`config.mk`:
```
export PLATFORM = sky130hd
export DESIGN_NAME = i2s_clkgen
export DESIGN_NICKNAME = d
export VERILOG_FILES = /design/src/rtl/i2s_clkgen_pkg.sv /design/src/rtl/i2s_cfg_regs.sv /design/src/rtl/i2s_frac_div.sv /design/src/rtl/i2s_clk_mux.sv /design/src/rtl/i2s_bclk_div.sv /design/src/rtl/i2s_clkgen.sv
export SDC_FILE = /design/constraint.sdc
export NUM_CORES = 1
export LEC_CHECK = 0
export ABC_AREA = 1
export BUFFER_PORTS_ARGS = -buffer_cell sky130_fd_sc_hd__buf_4
export CELL_PAD_IN_SITES_DETAIL_PLACEMENT = 2
export CELL_PAD_IN_SITES_GLOBAL_PLACEMENT = 2
export CORE_ASPECT_RATIO = 0.6
export CORE_MARGIN = 4
export CORE_UTILIZATION = 36
export CTS_CLUSTER_DIAMETER = 120
export CTS_CLUSTER_SIZE = 10
export DETAILED_ROUTE_END_ITERATION = 6
export GPL_TIMING_DRIVEN = 0
export PLACE_DENSITY_LB_ADDON = 0.1
export REMOVE_ABC_BUFFERS = 1
export SETUP_SLACK_MARGIN = 0.02
export SLEW_MARGIN = 30
export SYNTH_ARGS = -nofsm -noshare
export SYNTH_HDL_FRONTEND = slang
export SYNTH_SLANG_ARGS = --single-unit
export TNS_END_PERCENT = 30
```
`constraint.sdc`:
```
create_clock -name clk -period 4.4 [get_ports clk]
set_clock_uncertainty 0.15 [all_clocks]
set_input_delay 0.22 -clock clk [delete_from_list [all_inputs] [get_ports clk]]
set_output_delay 0.22 -clock clk [all_outputs]
set_load 0.1 [all_outputs]
```
`src/rtl/i2s_clkgen_pkg.sv`:
```
package i2s_clkgen_pkg;
  // control word field positions (decoded by software, so fixed)
  localparam int REF_BIT = 31;
  localparam int SRC_BIT = 30;
  localparam int ENA_BIT = 29;
  localparam int M_LSB   = 13;
  localparam int N_LSB   = 0;

  typedef enum logic [1:0] {
    MUX_EXT      = 2'b00,
    MUX_EXT_ARM  = 2'b01,
    MUX_FRAC_OFF = 2'b10,
    MUX_FRAC     = 2'b11
  } mux_code_e;
endpackage

```
`src/rtl/i2s_cfg_regs.sv`:
```
module i2s_cfg_regs
  import i2s_clkgen_pkg::*;
#(
  parameter int M_W = 9,
  parameter int N_W = 13,
  parameter int D_W = 8
) (
  input  logic           clk,
  input  logic           rst_n,
  input  logic           wr_en,
  input  logic           wr_addr,
  input  logic [31:0]    wr_data,
  output logic           ref_sel,
  output logic [1:0]     mux_code,
  output logic [M_W-1:0] m_act,
  output logic [N_W-1:0] n_act,
  output logic [D_W-1:0] bdiv,
  output logic           commit,
  output logic           ratio_bad
);
  logic           ref_q, ref_n;
  logic [1:0]     mux_q, mux_n;
  logic [M_W-1:0] m_stg_q, m_stg_n, m_act_q, m_act_n;
  logic [N_W-1:0] n_stg_q, n_stg_n, n_act_q, n_act_n;
  logic [D_W-1:0] bdiv_q, bdiv_n;
  logic           commit_q, commit_n;
  logic           unused_bits;

  assign unused_bits = ^wr_data;

  always_comb begin
    ref_n    = ref_q;
    mux_n    = mux_q;
    m_stg_n  = m_stg_q;
    n_stg_n  = n_stg_q;
    m_act_n  = m_act_q;
    n_act_n  = n_act_q;
    bdiv_n   = bdiv_q;
    commit_n = 1'b0;
    if (wr_en && !wr_addr) begin
      ref_n   = wr_data[REF_BIT];
      mux_n   = {wr_data[SRC_BIT], wr_data[ENA_BIT]};
      m_stg_n = wr_data[M_LSB +: M_W];
      n_stg_n = wr_data[N_LSB +: N_W];
    end else if (wr_en && wr_addr) begin
      m_act_n  = m_stg_q;
      n_act_n  = n_stg_q;
      bdiv_n   = wr_data[D_W-1:0];
      commit_n = 1'b1;
    end
  end

  always_ff @(posedge clk or negedge rst_n) begin
    if (!rst_n) begin
      ref_q    <= 1'b0;
      mux_q    <= MUX_EXT;
      m_stg_q  <= '0;
      n_stg_q  <= '0;
      m_act_q  <= '0;
      n_act_q  <= '0;
      bdiv_q   <= '0;
      commit_q <= 1'b0;
    end else begin
      ref_q    <= ref_n;
      mux_q    <= mux_n;
      m_stg_q  <= m_stg_n;
      n_stg_q  <= n_stg_n;
      m_act_q  <= m_act_n;
      n_act_q  <= n_act_n;
      bdiv_q   <= bdiv_n;
      commit_q <= commit_n;
    end
  end

  assign ref_sel   = ref_q;
  assign mux_code  = mux_q;
  assign m_act     = m_act_q;
  assign n_act     = n_act_q;
  assign bdiv      = bdiv_q;
  assign commit    = commit_q;
  assign ratio_bad = (m_act_q == '0) || (n_act_q == '0);
endmodule

```
`src/rtl/i2s_frac_div.sv`:
```
module i2s_frac_div #(
  parameter int M_W = 9,
  parameter int N_W = 13
) (
  input  logic           clk,
  input  logic           rst_n,
  input  logic           ref_tick,
  input  logic           enable,
  input  logic           clear,
  input  logic [M_W-1:0] m,
  input  logic [N_W-1:0] n,
  output logic           frac_clk,
  output logic           frac_ce
);
  localparam int AW = ((N_W > M_W + 1) ? N_W : M_W + 1) + 1;

  logic [AW-1:0] acc_q, acc_n;
  logic          clk_q, clk_n, ce_q, ce_n;
  logic [AW-1:0] m_ext, two_m, n_ext, n_eff, sum;
  logic          hit;

  always_comb begin
    m_ext = AW'(m);
    two_m = m_ext << 1;
    n_ext = AW'(n);
    n_eff = (n_ext < two_m) ? two_m : n_ext;
    sum   = acc_q + m_ext;
    hit   = (sum >= n_eff);
  end

  always_comb begin
    acc_n = acc_q;
    clk_n = clk_q;
    ce_n  = 1'b0;
    if (!enable || clear) begin
      acc_n = '0;
      clk_n = 1'b0;
    end else if (ref_tick) begin
      if (hit) begin
        acc_n = sum - n_eff;
        clk_n = 1'b1;
        ce_n  = 1'b1;
      end else begin
        acc_n = sum;
        clk_n = 1'b0;
      end
    end
  end

  always_ff @(posedge clk or negedge rst_n) begin
    if (!rst_n) begin
      acc_q <= '0;
      clk_q <= 1'b0;
      ce_q  <= 1'b0;
    end else begin
      acc_q <= acc_n;
      clk_q <= clk_n;
      ce_q  <= ce_n;
    end
  end

  assign frac_clk = clk_q;
  assign frac_ce  = ce_q;


  ce_spacing_chk: assert property (@(posedge clk) disable iff (!rst_n)
    frac_ce |=> !frac_ce);
endmodule

```
`src/rtl/i2s_clk_mux.sv`:
```
module i2s_clk_mux (
  input  logic clk,
  input  logic rst_n,
  input  logic ext_clk,
  input  logic frac_clk,
  input  logic sel_req,
  output logic sys_clk
);
  logic ext_q, ext_n;
  logic act_q, act_n;
  logic sys_q, sys_n;

  always_comb begin
    ext_n = ext_clk;
    act_n = act_q;
    if ((act_q != sel_req) && !ext_q && !frac_clk)
      act_n = sel_req;
    sys_n = act_q ? frac_clk : ext_q;
  end

  always_ff @(posedge clk or negedge rst_n) begin
    if (!rst_n) begin
      ext_q <= 1'b0;
      act_q <= 1'b0;
      sys_q <= 1'b0;
    end else begin
      ext_q <= ext_n;
      act_q <= act_n;
      sys_q <= sys_n;
    end
  end

  assign sys_clk = sys_q;


  quiet_switch_chk: assert property (@(posedge clk) disable iff (!rst_n)
    !$stable(act_q) |-> ($past(ext_q) == 1'b0 && $past(frac_clk) == 1'b0));
endmodule

```
`src/rtl/i2s_bclk_div.sv`:
```
module i2s_bclk_div #(
  parameter int D_W        = 8,
  parameter int FRAME_HALF = 32
) (
  input  logic           clk,
  input  logic           rst_n,
  input  logic           sys_clk,
  input  logic           restart,
  input  logic [D_W-1:0] div,
  output logic           bclk,
  output logic           lrclk
);
  localparam int FW = (FRAME_HALF > 1) ? $clog2(FRAME_HALF) : 1;

  logic           sys_d_q, sys_d_n;
  logic [D_W-1:0] ecnt_q, ecnt_n;
  logic           bclk_q, bclk_n, bclk_d_q, bclk_d_n;
  logic [FW-1:0]  fcnt_q, fcnt_n;
  logic           lr_q, lr_n;
  logic           sys_edge, bclk_fall, last_edge;
  logic [D_W-1:0] dlim;

  always_comb begin
    dlim      = (div == '0) ? D_W'(1) : div;
    sys_edge  = sys_clk ^ sys_d_q;
    bclk_fall = bclk_d_q & ~bclk_q;
    last_edge = (ecnt_q >= dlim - D_W'(1));
  end

  always_comb begin
    sys_d_n  = sys_clk;
    bclk_d_n = bclk_q;
    ecnt_n   = ecnt_q;
    bclk_n   = bclk_q;
    fcnt_n   = fcnt_q;
    lr_n     = lr_q;
    if (restart) begin
      ecnt_n = '0;
      fcnt_n = '0;
    end else begin
      if (sys_edge) begin
        if (last_edge) begin
          ecnt_n = '0;
          bclk_n = ~bclk_q;
        end else begin
          ecnt_n = ecnt_q + D_W'(1);
        end
      end
      if (bclk_fall) begin
        if (fcnt_q == FW'(FRAME_HALF - 1)) begin
          fcnt_n = '0;
          lr_n   = ~lr_q;
        end else begin
          fcnt_n = fcnt_q + FW'(1);
        end
      end
    end
  end

  always_ff @(posedge clk or negedge rst_n) begin
    if (!rst_n) begin
      sys_d_q  <= 1'b0;
      ecnt_q   <= '0;
      bclk_q   <= 1'b0;
      bclk_d_q <= 1'b0;
      fcnt_q   <= '0;
      lr_q     <= 1'b0;
    end else begin
      sys_d_q  <= sys_d_n;
      ecnt_q   <= ecnt_n;
      bclk_q   <= bclk_n;
      bclk_d_q <= bclk_d_n;
      fcnt_q   <= fcnt_n;
      lr_q     <= lr_n;
    end
  end

  assign bclk  = bclk_q;
  assign lrclk = lr_q;


  bclk_on_edge_chk: assert property (@(posedge clk) disable iff (!rst_n)
    !$stable(bclk_q) |-> ($past(sys_clk) != $past(sys_clk, 2)));


  lr_on_fall_chk: assert property (@(posedge clk) disable iff (!rst_n)
    !$stable(lr_q) |-> ($past(bclk_q) == 1'b0 && $past(bclk_q, 2) == 1'b1));
endmodule

```
`src/rtl/i2s_clkgen.sv`:
```
module i2s_clkgen
  import i2s_clkgen_pkg::*;
#(
  parameter int M_W        = 9,
  parameter int N_W        = 13,
  parameter int D_W        = 8,
  parameter int FRAME_HALF = 32
) (
  input  logic        clk,
  input  logic        rst_n,
  input  logic        ref0_tick,
  input  logic        ref1_tick,
  input  logic        ext_clk,
  input  logic        wr_en,
  input  logic        wr_addr,
  input  logic [31:0] wr_data,
  output logic        sys_clk,
  output logic        frac_ce,
  output logic        bclk,
  output logic        lrclk,
  output logic        ratio_bad
);
  logic           ref_sel, commit, div_run, sel_tick, frac_clk;
  logic [1:0]     mux_code;
  logic [M_W-1:0] m_act;
  logic [N_W-1:0] n_act;
  logic [D_W-1:0] bdiv;

  i2s_cfg_regs #(.M_W(M_W), .N_W(N_W), .D_W(D_W)) u_cfg (
    .clk(clk), .rst_n(rst_n), .wr_en(wr_en), .wr_addr(wr_addr),
    .wr_data(wr_data), .ref_sel(ref_sel), .mux_code(mux_code),
    .m_act(m_act), .n_act(n_act), .bdiv(bdiv), .commit(commit),
    .ratio_bad(ratio_bad)
  );

  assign sel_tick = ref_sel ? ref1_tick : ref0_tick;
  assign div_run  = (mux_code == MUX_FRAC) && !ratio_bad;

  i2s_frac_div #(.M_W(M_W), .N_W(N_W)) u_frac (
    .clk(clk), .rst_n(rst_n), .ref_tick(sel_tick), .enable(div_run),
    .clear(commit), .m(m_act), .n(n_act), .frac_clk(frac_clk),
    .frac_ce(frac_ce)
  );

  i2s_clk_mux u_mux (
    .clk(clk), .rst_n(rst_n), .ext_clk(ext_clk), .frac_clk(frac_clk),
    .sel_req(mux_code[1]), .sys_clk(sys_clk)
  );

  i2s_bclk_div #(.D_W(D_W), .FRAME_HALF(FRAME_HALF)) u_bdiv (
    .clk(clk), .rst_n(rst_n), .sys_clk(sys_clk), .restart(commit),
    .div(bdiv), .bclk(bclk), .lrclk(lrclk)
  );


  bad_ratio_quiet_chk: assert property (@(posedge clk) disable iff (!rst_n)
    (ratio_bad && $past(ratio_bad)) |-> !frac_ce);


  gated_ce_chk: assert property (@(posedge clk) disable iff (!rst_n)
    frac_ce |-> ($past(mux_code) == MUX_FRAC));
endmodule

```
==> run metrics <==
status=completed; drt drc=0; clk sinks=92; switching power=1540 uW; RR Endpoint=u_frac.acc_q[10]; Initial DRT Pass Iterations=5; max-cap violations=0; DIE HEIGHT=107.1 um; worst skew pair latency=350 ps; final-report setup violation count=0; total power=3582 uW; final hold vios=0; worst reg-to-reg path cell count=19; Max Freq=244.4 MHz; Top cell by count, worst path=nand2_1; commonest non-fill, non-tap cell in the layout=nand2_1; TritonCTS buffer count=9; P&R area growth vs syn=18.70%; crit start category=register; gr ovfl total=0; # IOs=44; core footprint=15,680 um^2; Avg Inst Size Synth=7.736 um^2; H-tree depth=3; DR vias/cell=5.284; met2 WL=8.528 mm; starting density of the core=0.3755; Rel. slew slack=0.4832; Critical Path Start=u_cfg.m_act[7]; final period utilization=0.9298; Cell variety after synth=41; VDD IR max=0.0002152 V; Worst Hold Class=in2reg; ANT cells=0; cell breakdown of the critical path=inv_1 -> ha_1 -> nand2_1 -> o21ai_0 -> a211oi_2 -> buf_4 -> a21boi_0 -> ha_1 -> inv_1 -> fa_1 -> nand3_1 -> nand3_1 -> nand2_1 -> nand2_1 -> nand2_4 -> nand3_4 -> nand2_1 -> nand3_1 -> nand2_1; sequential area share after synthesis=0.3911; non-filler cells, final=1,028; CTS root buf=clkbuf_16; critical path endpoint category=register; crit path kind=reg2reg; Crit-path slowest cell=fa_1; Synth Warn #=0; Row Count=35; clock network power share=0.244; GPL Wtd Cong=0.9006; Final WS setup=308.8 ps; CP arrival=4220 ps; fin util=0.4457; fin crit period=4091 ps; Fillers=1,791; final instance area=6988 um^2; Leak=0.003699 uW; antenna violations before repair=0; slew of the pin with the lowest slew margin=773.3 ps; Iter 0 DRT Violations=249; synthesis-stage register bit count=92; P per Cell Area=512.6 nW/um^2; vias in the first global route=5,826; global-route wire length before repair=32.05 mm; reg-to-reg critical path startpoint=u_cfg.m_act[7]; power share of the sequential group=0.301; Top Metal Used=met4; GR Util All Layers=0.2169; sw frac=0.4298; commonest cells after routing, fill and taps aside=nand2_1 (215), inv_1 (115), dfrtp_1 (92); port bufs=36; DP HPWL=14.68 mm; die area=18,530 um^2; layout cells sized above 1=0.1188; wire per inst=19.38 um; via count=5,432; Routed Antenna Nets=0; Critical Path Max Stage Delay=480 ps; clk slew on worst S/H paths=70 ps; Max Buffers Root-to-Sink=2; end of the critical path=u_frac.acc_q[10]; largest net degree at the start of global routing=93; worst endpoint required time=4530 ps; drt total wl=19.92 mm; Pint=2043 uW; routed metal-1 wirelength=10.38 mm; NumNets Final=903; crit path max fanout=8; Combinational Power Share=0.455; dpl cells=983; R2R Setup Slk=310 ps; synthesized netlist cell count=761; CTS tree=built; pre-CTS setup slack=-138.7 ps; DR WL met3=781 um; mapped cell area=5887 um^2; die span in x=173.1 um; Final Max Tran Viols=0; placed cell area=6346 um^2
==> power groups by stage <==
stage / clock network, uW / registers [uW] / logic [uW]
after detailed placement: 0 / 1090 / 1480
after global routing: 927 / 1090 / 1810
after floorplan: 0 / 1100 / 1020
after CTS: 890 / 1080 / 1540
final: 875 / 1080 / 1630
after global placement: 0 / 1080 / 1400
==> flip-flops by register name, summed over array words and instances, names as in the netlist, 2 cells and up <==
signal,flops
u_bdiv.ecnt_q,8
u_bdiv.fcnt_q,5
u_cfg.bdiv,8
u_cfg.m_act,9
u_cfg.m_stg_q,9
u_cfg.mux_code,2
u_cfg.n_act,13
u_cfg.n_stg_q,13
u_frac.acc_q,14
==> timing repair <==
item                                    in CTS  in global routing
setup buffers                                0                  5
endpoints found under the hold margin      113                  0
pin swaps                                    0                  5
endpoints found under the setup margin      16                 16
gates resized for setup                      3                  5
hold buffers                                21                  0
cloned                                       0                  3
==> synth_stat cells (all sizes together) <==
| cell type | instances | share of area |
|---|---|---|
| a211oi | 1 | 0.0013 |
| a21boi | 2 | 0.0025 |
| a21o | 1 | 0.0013 |
| a21oi | 28 | 0.024 |
| a22o | 2 | 0.0030 |
| a31oi | 2 | 0.0021 |
| and3 | 1 | 0.0011 |
| buf | 3 | 0.0040 |
| clkbuf | 14 | 0.0089 |
| dfrtp | 92 | 0.39 |
| fa | 2 | 0.0068 |
| ha | 42 | 0.089 |
| inv | 117 | 0.075 |
| mux2 | 16 | 0.031 |
| mux2i | 1 | 0.0017 |
| nand2 | 223 | 0.15 |
| nand3 | 50 | 0.046 |
| nand4 | 23 | 0.024 |
| nor2 | 36 | 0.025 |
| nor3 | 7 | 0.0060 |
| nor4 | 5 | 0.0053 |
| o211ai | 1 | 0.0013 |
| o21a | 2 | 0.0025 |
| o21ai | 44 | 0.037 |
| o21bai | 5 | 0.0064 |
| o22ai | 6 | 0.0064 |
| o31ai | 1 | 0.0013 |
| o32ai | 1 | 0.0015 |
| or2 | 2 | 0.0021 |
| xnor2 | 14 | 0.021 |
| xor2 | 17 | 0.025 |
==> layer usage <==
metal  global-route usage  up-vias
met5                    0        -
met4              0.03586        0
met3              0.03242       22
met2               0.3386      101
met1               0.3239     2724
li1                     -     2585
==> final cells by class <==
class,count,area (um^2),share of cell area
clock inverters,6,93.84,0.01343
repair buffers,62,536.8,0.07681
well taps,203,254.0,0.03635
inverters,117,439.2,0.06285
clock buffers,10,229.0,0.03277
flip-flops and latches,92,2302,0.3295
multi-input cells,538,3133,0.4483
==> how the worst min path moves through the flow <==
| stage | from | endpoint | slack (ps) | depth (start not counted) |
|---|---|---|---|---|
| after floorplan | rst_n | u_bdiv.bclk | -230 | 0 |
| after global placement | ext_clk | u_mux.ext_q | 180 | 1 |
| after detailed placement | ext_clk | u_mux.ext_q | 180 | 1 |
| after CTS | wr_data[2] | u_cfg.bdiv[2] | 5 | 3 |
| after global routing | wr_data[1] | u_cfg.n_stg_q[1] | 20 | 3 |
| final | wr_data[1] | u_cfg.n_stg_q[1] | 6 | 3 |
==> metrics by stage <==
step	TNS, ps	hold slack [ps]
after floorplan	0	-225.6
after global placement	0	182.1
after detailed placement	-1571	181.6
after CTS	0	5.094
after global routing	-1.802	17.44
final	0	5.632
==> cells by family after synthesis <==
group,Yosys count,synth area share
AO/OA/AOI/OAI,96,0.09139
XOR/XNOR,31,0.04612
adder cells (fa/ha/maj),44,0.09607
buffers and inverters,134,0.08757
flip-flops,92,0.3911
multiplexers,17,0.03231
AND/OR/NAND/NOR,347,0.2555
==> critical path, delay by kind of cell (launching register included) <==
family	cells	cell delay (ps)
flops	1	450
fa+ha+maj	3	1060
compound gates	3	750
buf+inv	3	360
simple gates	10	1250
No activity file was read; power rests on OpenSTA's default activity.
